## config.mk

```make
export PLATFORM = sky130hd
export DESIGN_NAME = clkctl_guard
export DESIGN_NICKNAME = d
export VERILOG_FILES = /design/src/rtl/clkctl_pkg.sv /design/src/rtl/clkctl_key_fsm.sv /design/src/rtl/clkctl_reg_store.sv /design/src/rtl/clkctl_guard.sv
export SDC_FILE = /design/constraint.sdc
export NUM_CORES = 1
export LEC_CHECK = 0
export ABC_AREA = 1
export CORE_MARGIN = 5
export CORE_UTILIZATION = 38
export DETAILED_ROUTE_END_ITERATION = 12
export GPL_TIMING_DRIVEN = 0
export PLACE_DENSITY = 0.79
export SYNTH_ARGS = -nofsm -noshare
export SYNTH_HDL_FRONTEND = slang
export SYNTH_SLANG_ARGS = --single-unit
```

## constraint.sdc

```tcl
create_clock -name clk -period 1.2 [get_ports clk]
set_input_delay 0.24 -clock clk [delete_from_list [all_inputs] [get_ports clk]]
set_output_delay 0.24 -clock clk [all_outputs]
set_load 0.1 [all_outputs]
```

## src/rtl/clkctl_pkg.sv

```systemverilog
package clkctl_pkg;

    localparam int DATA_W = 8;

    typedef enum logic [1:0] {
        LK_SEALED = 2'd0,
        LK_HALF   = 2'd1,
        LK_OPEN   = 2'd2
    } lock_state_e;

    typedef struct packed {
        logic       int_osc_en;
        logic       xtal_en;
        logic       wdt_osc_en;
        logic       sysclk_fd_en;
        logic       wdt_fd_en;
        logic [2:0] clk_sel;
    } ctl_fields_t;

endpackage

```

## src/rtl/clkctl_key_fsm.sv

```systemverilog
module clkctl_key_fsm
    import clkctl_pkg::*;
#(
    parameter logic [DATA_W-1:0] KEY_A = 8'hE7,
    parameter logic [DATA_W-1:0] KEY_B = 8'h18
) (
    input  logic              clk,
    input  logic              por_n,
    input  logic              hit_wr,
    input  logic              miss_wr,
    input  logic              hit_rd,
    input  logic [DATA_W-1:0] wdata,
    output logic              commit,
    output logic              unlocked
);

    typedef struct packed {
        lock_state_e st;
    } fsm_t;

    fsm_t cur_q, nxt_d;
    logic commit_d;

    always_comb begin
        nxt_d    = cur_q;
        commit_d = 1'b0;
        unique case (cur_q.st)
            LK_SEALED: begin
                if (hit_wr && wdata == KEY_A) nxt_d.st = LK_HALF;
            end
            LK_HALF: begin
                if (hit_wr) begin
                    nxt_d.st = (wdata == KEY_B) ? LK_OPEN : LK_SEALED;
                end else if (miss_wr) begin
                    nxt_d.st = LK_SEALED;
                end
            end
            LK_OPEN: begin
                if (hit_wr) begin
                    commit_d = 1'b1;
                    nxt_d.st = LK_SEALED;
                end
            end
            default: nxt_d.st = LK_SEALED;
        endcase
    end

    always_ff @(posedge clk or negedge por_n) begin
        if (!por_n) cur_q <= '{st: LK_SEALED};
        else        cur_q <= nxt_d;
    end

    assign commit   = commit_d;
    assign unlocked = (cur_q.st == LK_OPEN);

    AST_KEY_A_ADVANCES: assert property (@(posedge clk) disable iff (!por_n)
        (cur_q.st == LK_SEALED && hit_wr && wdata == KEY_A) |=> (cur_q.st == LK_HALF));
    AST_ONE_SHOT_RELOCK: assert property (@(posedge clk) disable iff (!por_n)
        commit |=> !unlocked);
    AST_BAD_SECOND_RESETS: assert property (@(posedge clk) disable iff (!por_n)
        (cur_q.st == LK_HALF && hit_wr && wdata != KEY_B) |=> (cur_q.st == LK_SEALED));
    AST_FOREIGN_ABANDONS: assert property (@(posedge clk) disable iff (!por_n)
        (cur_q.st == LK_HALF && miss_wr) |=> (cur_q.st == LK_SEALED));
    AST_OPEN_NEEDS_KEY: assert property (@(posedge clk) disable iff (!por_n)
        $rose(unlocked) |-> ($past(cur_q.st) == LK_HALF && $past(hit_wr)));
    AST_READ_KEEPS_LOCK: assert property (@(posedge clk) disable iff (!por_n)
        (hit_rd && !hit_wr && !miss_wr) |=> $stable(unlocked));
    AST_NO_DUAL_STROBE: assert property (@(posedge clk) disable iff (!por_n)
        !(hit_rd && (hit_wr || miss_wr)));

endmodule

```

## src/rtl/clkctl_reg_store.sv

```systemverilog
module clkctl_reg_store
    import clkctl_pkg::*;
#(
    parameter logic [DATA_W-1:0] RESET_VAL = 8'hA0
) (
    input  logic              clk,
    input  logic              por_n,
    input  logic              commit,
    input  logic [DATA_W-1:0] wdata,
    output logic [DATA_W-1:0] value
);

    typedef struct packed {
        logic [DATA_W-1:0] val;
    } store_t;

    store_t reg_q, reg_d;

    always_comb begin
        reg_d = reg_q;
        if (commit) reg_d.val = wdata;
    end

    always_ff @(posedge clk or negedge por_n) begin
        if (!por_n) reg_q <= '{val: RESET_VAL};
        else        reg_q <= reg_d;
    end

    assign value = reg_q.val;

    AST_HOLD_WHILE_SEALED: assert property (@(posedge clk) disable iff (!por_n)
        !commit |=> $stable(value));
    AST_COMMIT_LANDS: assert property (@(posedge clk) disable iff (!por_n)
        commit |=> (value == $past(wdata)));

endmodule

```

## src/rtl/clkctl_guard.sv

```systemverilog
module clkctl_guard
    import clkctl_pkg::*;
#(
    parameter int                ADDR_W    = 12,
    parameter logic [ADDR_W-1:0] REG_ADDR  = 12'hF86,
    parameter logic [DATA_W-1:0] KEY_A     = 8'hE7,
    parameter logic [DATA_W-1:0] KEY_B     = 8'h18,
    parameter logic [DATA_W-1:0] RESET_VAL = 8'hA0,
    parameter int                XPIN_N    = 2
) (
    input  logic              clk,
    input  logic              por_n,
    input  logic [ADDR_W-1:0] bus_addr,
    input  logic              bus_wr,
    input  logic              bus_rd,
    input  logic [DATA_W-1:0] bus_wdata,
    output logic [DATA_W-1:0] bus_rdata,
    output logic              int_osc_en,
    output logic              xtal_en,
    output logic              wdt_osc_en,
    output logic              sysclk_fail_det_en,
    output logic              wdt_fail_det_en,
    output logic [2:0]        clk_src_sel,
    input  logic [XPIN_N-1:0] gpio_pin_req,
    output logic [XPIN_N-1:0] gpio_pin_grant,
    output logic              unlocked
);

    logic              addr_hit;
    logic              hit_wr, miss_wr, hit_rd;
    logic              commit;
    logic [DATA_W-1:0] value;
    ctl_fields_t       fields;

    always_comb begin
        addr_hit = (bus_addr == REG_ADDR);
        hit_wr   = bus_wr &  addr_hit;
        miss_wr  = bus_wr & ~addr_hit;
        hit_rd   = bus_rd &  addr_hit;
    end

    clkctl_key_fsm #(
        .KEY_A (KEY_A),
        .KEY_B (KEY_B)
    ) i_key_fsm (
        .clk      (clk),
        .por_n    (por_n),
        .hit_wr   (hit_wr),
        .miss_wr  (miss_wr),
        .hit_rd   (hit_rd),
        .wdata    (bus_wdata),
        .commit   (commit),
        .unlocked (unlocked)
    );

    clkctl_reg_store #(
        .RESET_VAL (RESET_VAL)
    ) i_reg_store (
        .clk    (clk),
        .por_n  (por_n),
        .commit (commit),
        .wdata  (bus_wdata),
        .value  (value)
    );

    always_comb begin
        fields             = ctl_fields_t'(value);
        int_osc_en         = fields.int_osc_en;
        xtal_en            = fields.xtal_en;
        wdt_osc_en         = fields.wdt_osc_en;
        sysclk_fail_det_en = fields.sysclk_fd_en;
        wdt_fail_det_en    = fields.wdt_fd_en;
        clk_src_sel        = fields.clk_sel;
        bus_rdata          = hit_rd ? value : '0;
    end

    for (genvar p = 0; p < XPIN_N; p++) begin : g_pin
        assign gpio_pin_grant[p] = gpio_pin_req[p] & ~fields.xtal_en;
    end

    AST_XTAL_OWNS_PINS: assert property (@(posedge clk) disable iff (!por_n)
        xtal_en |-> (gpio_pin_grant == '0));
    AST_OTHER_ADDR_NO_EFFECT: assert property (@(posedge clk) disable iff (!por_n)
        miss_wr |=> $stable(value));
    AST_OPEN_SURVIVES_FOREIGN: assert property (@(posedge clk) disable iff (!por_n)
        (unlocked && !hit_wr) |=> unlocked);

endmodule

```

# [Yosys cells after proc, flatten, opt, wreduce, memory -nomap -nowiden]
# Index checks and enable logic that the tools add are counted.
[classes] n_eq_ne=8 muxes=9 bitwise_logic=7 n_reduce_logical=3
[op_table] cell="$eq A12 B12 Y1 const B" n=1
[op_table] cell="$mux W2" n=5
[op_table] cell="$eq A8 B5 Y1 const B" n=1
[op_table] cell="$eq A8 B8 Y1 const B" n=1
[op_table] cell="$mux W8" n=1
[op_table] cell="$pmux W2 S3" n=1
[op_table] cell="$and A1 B1 Y1" n=5
[op_table] cell="$ne A2 B1 Y1 const B" n=2
[op_table] cell="$ne A3 B1 Y1 const B" n=1
[op_table] cell="$reduce_and A3 Y1" n=1
[op_table] cell="$eq A2 B1 Y1 const B" n=1
[op_table] cell="$eq A2 B2 Y1 const B" n=1
[op_table] cell="$logic_not A2 Y1" n=1
[op_table] cell="$mux W1" n=2
[op_table] cell="$not A1 Y1" n=2
[op_table] cell="$logic_and A1 B1 Y1" n=1
[word_totals] reg_bits=10 input_bits=26 out_inout_bits=19 wordCells=29

# [Depth between registers and ports, before layout]
[logic_depth] ltp_word=6 depth_mapped=7 mapped_depth_nobuf=7

# [Hierarchy]
# From an unflattened synthesis, not the netlist that was laid out.
[hier_totals] cells_unflattened=106 hier_area_um2=685.7
[by_module_without_submodules] mod="clkctl_reg_store" instances=1 cells_each=34 area_per_inst_um2=307.8 seq_area_each_um2=202.7
[by_module_without_submodules] mod="clkctl_guard" instances=1 cells_each=41 area_per_inst_um2=205.2 seq_area_each_um2=0.0
[by_module_without_submodules] mod="clkctl_key_fsm" instances=1 cells_each=31 area_per_inst_um2=172.7 seq_area_each_um2=50.0

# [Worst setup path after synthesis]
# No wires, ideal clock.
[synth_timing] kind="register to output" from="reg i_reg_store.reg_q, in the netlist i_reg_store.value[6]" to="out gpio_pin_grant[0]" arrival_ns=2.179 t_required_ns=0.960 slack_ns=-1.219 path_stages_with_launch=2 path_buffers=0 path_cell_list="dfrtp_1 -> nor2_1"
[synth_via] elab_chain_len=2
[synth_rtl] item="from (decl)" line_no="clkctl_reg_store.sv:17" source="store_t reg_q, reg_d;"
[synth_rtl] item="from (signal assigned)" line_no="clkctl_reg_store.sv:25" source="if (!por_n) reg_q <= '{val: RESET_VAL};"
[synth_rtl] item="from (signal assigned)" line_no="clkctl_reg_store.sv:26" source="else reg_q <= reg_d;"
[synth_rtl] item="$not A1 Y1" line_no="clkctl_guard.sv:78" source="assign gpio_pin_grant[p] = gpio_pin_req[p] & ~fields.xtal_en;"
[synth_rtl] item="$and A1 B1 Y1" line_no="clkctl_guard.sv:78"
[synth_rtl] item="to (decl)" line_no="clkctl_guard.sv:25" source="output logic [XPIN_N-1:0] gpio_pin_grant,"
# Every way passes these cells.

# [Final worst setup path]
[layout_timing] from="reg i_reg_store.reg_q, in the netlist i_reg_store.value[7]" to="out bus_rdata[7]"
[layout_via] elab_chain_len=1
[layout_rtl] item="$mux W8" line_no="clkctl_guard.sv:74" source="bus_rdata = hit_rd ? value : '0;"
[layout_rtl] item="to (decl)" line_no="clkctl_guard.sv:17" source="output logic [DATA_W-1:0] bus_rdata,"
# Every way passes these cells.

==> out/results.txt <==
Summing the sequential cell areas from Yosys gives 31.1% of the chip area. By count the netlist is led by nand2_1, inv_1, nor2_1, nand4_1, dfrtp_1. Post-placement setup slack: -1.81 ns. The count of unique library cells instantiated by Yosys is 21. The die covers 3160 um^2. The number of hold-repair buffers added at the cts stage was 0; the total power draw was 0.896 mW. The total I/O pin count is 45. Counting flops with an async set or reset pin after synthesis yields a share of 100%.

For this block, the initial DRC count from the detailed router was 127. The congestion estimate from routability-driven global placement came to 0.742. For this run the aggregate overflow at the end of global routing stands at 0. Worst setup path category: register to output pin.

At the later pin of the worst-skew pair, clock insertion delay measures 0.29 ns. Wires add up to 4480 um. Adding up every negative setup slack in the final design gives -3.87 ns.

Global routing consumed, on the met1 layer, 22.7% of the routing resources. From bottom edge to top edge, the die measures 56.2 um. VDD sags by at most 0.622 mV. The flow ran to the end, but the final reports show violations.

For the worst slack on hold paths, the log shows 0.276 ns. The number of fill cells was 72. In this run the clock root is driven by a clkbuf_4.

Counting every net in the synthesized netlist gives 144. Measured against its own limit, the worst slew margin works out to 66.5%. Along the worst path, the maximum fanout reaches 3.

The final critical-path setup slack is -0.344 ns. TritonCTS built the clock tree. Global routing consumed, on the met2 layer, 42.6% of the routing resources. The cell area after placement is 1390 um^2, and the cell area after layout is 1800 um^2. Synthesis inferred 10 register bits. The deepest level of the CTS H-tree was 1. The layout cell share with drive strength beyond 1 was 58.0%; the shortest period the worst path allows was 1.54 ns. The critical path starts at i_reg_store.value[7]. In the global route stage, overall resource usage came out at 21.6%.

Data on the critical path is required at its endpoint by 0.96 ns. The tightest min-delay check is of the primary input to async pin type. The first-pass GRT wire length is 5310 um, and the final hold violation count is 0. The global routing stage identified its most utilized layer as met2. The number of cell rows is 16. The total clock sinks was 10; the number of iterations in the first detailed-routing pass was 5. Relative to the synthesized area, the layout overhead comes to 122%. The tools report the area of the core as 2000 um^2. At the pin with the least slew margin, the transition time is 0.500 ns. In the routed design, unresolved DRC markers number 0. The run gives 0 as the number of antenna violations at the first check in global routing. For this run, the post-layout net count is 215. STA classifies the critical path startpoint as a register. On the final layout, the worst clock skew is 0.0235 ns.

After synthesis, the cell types taking the most area are dfrtp_1, nand2_1, inv_1, nand4_1, nor2_1. Summed over all nets, the half-perimeter wirelength after detailed placement is 1930 um. The share of synthesized area in the top cell type comes to 24.7%. No sink is reached through more buffers than the 2 on the longest clock path. Summing every instance area after synthesis gives 812 um^2. For the fmax, the log shows 648 MHz.

The fraction of met3 tracks used by global routing was 3.48%; the antenna diode count was 0. The number of CTS-inserted buffers is 3, and the final worst-path cycle share is 129%. The number of warnings printed during yosys synthesis is 0, and the pin count of the biggest net entering global routing is 11.

Setup violations remaining at the end of the flow were counted as 25. The number of enable-type register cells in the synthesized netlist is 0, and the count of port buffers added during placement is 44. The run gives 1117 as the via count of the first global-routing pass.

STA classifies the critical path endpoint as an output pin. The clock-pin slew on the worst setup and hold paths is 0.10 ns, and the number of maximum-capacitance constraint violations is 0. Once the floorplan was initialized, standard cells occupied 40.6% of the core.

The tools report the worst endpoint data arrival time as 1.30 ns. The mean cell area of the mapped netlist was 6.88 um^2; the routed wire length per instance was 20.8 um. The most numerous cell in the Yosys netlist was nand2_1.

The ratio of total power to cell area was 497 nW/um^2. The synthesized design spends more area on one cell type than any other, namely dfrtp_1. The number of routed nets with antenna violations was 0; the die boundary width was 56.2 um. The number of instances in the synthesized netlist is 118, and the number of vias per cell after detailed routing is 5.72.

The final reports fail on negative setup slack. The routed layout has 1229 vias. Setup repair after global routing could not meet its margin everywhere. In this run the critical register-to-register path is launched from i_key_fsm.cur_q[1].

The leakage power is 0.856 nW. Most used flip-flop cell after synthesis: dfrtp_1. The tools report the number of slew-limit violations in the final report as 0.
## critical path, stage by stage (launching register included)
cell	delay, ns
dfstp_4	0.68
inv_4	0.05
nor2_4	0.10
buf_12	0.18
## cells in the final DEF (no fill, tap or decap)
cell and count:
nand2_1 22, buf_4 21, buf_12 15, inv_1 14, nor2_4 14, clkdlybuf4s50_1 12
nand4_1 11, nor2_1 10, nand2_2 9, buf_6 9, buf_2 8, nand2_4 7
inv_4 5, dfrtp_2 5, nor3_1 3, clkbuf_4 3, nor2_8 2, dfrtp_1 2
dfstp_4 2, inv_12 1, clkinv_4 1, clkinv_8 1, nand2_8 1, inv_2 1
nand4_4 1, or2_2 1, o21ai_0 1, nand3_1 1, and3_1 1, clkbuf_1 1
dfrtp_4 1, dlygate4sd2_1 1, buf_8 1
## metrics by stage
stage | cells | utilization (%)
2_1_floorplan | 118 | -
3_3_place_gp | 189 | 69.4
3_5_place_dp | 189 | 69.4
4_1_cts | 211 | 82.4
5_1_grt | 215 | 90.1
6_report | 215 | 90.1
## flip-flops by register name, summed over array words and instances, names as in the netlist
name / count
i_key_fsm.cur_q: 2
i_reg_store.value: 8
## metal layers
layer / part of all wire (%) / routed length (um)
met5: 0 / 0
met4: 6.5 / 289
met3: 9.6 / 432
met2: 49 / 2220
met1: 34 / 1540
## what timing repair did
action	in CTS	in global routing
setup endpoints to repair	28	27
pin swaps	21	18
buffers inserted	19	6
resized for setup	215	34
endpoints found under the hold margin	0	0
## worst paths after layout
| kind | depth (start not counted) | slack (ns) | end |
|---|---|---|---|
| min in group clk | 7 | 0.47 | i_key_fsm.cur_q[1] |
| min | 1 | 0.28 | i_reg_store.value[6] |
| max in group asynchronous | 1 | 0.53 | i_reg_store.value[0] |
| max | 3 | -0.34 | bus_rdata[7] |
| min reg2reg | 2 | 0.52 | i_reg_store.value[2] |
| max reg2reg | 6 | -0.07 | i_key_fsm.cur_q[1] |
## cell families (layout without fill, tap and decap cells)
logic type,Yosys count,count (layout),share of synthesized area [%]
AOI/OAI and AO/OA,1,1,0.616
buffers and inverters,24,94,11.6
DFF,10,10,31.1
and+or+nand+nor,83,83,56.7
## cell type report
class	count	area, um^2	share of cell area (%)
plain buffers	1	5.00	0.278
multi-input cells	84	601	33.3
repair buffers	66	738	40.9
flip-flops and latches	10	270	15.0
clock buffers	4	26.3	1.46
inverters	23	129	7.15
well taps	27	33.8	1.87
## where the power goes
part / total, mW / switching, mW / internal [mW]
sequential: 0.337 / 0.0000000784 / 0.337
combinational: 0.281 / 0.146 / 0.135
clock: 0.278 / 0.149 / 0.129
total: 0.896 / 0.296 / 0.600
Note: power is estimated with default switching activity, not from simulation.
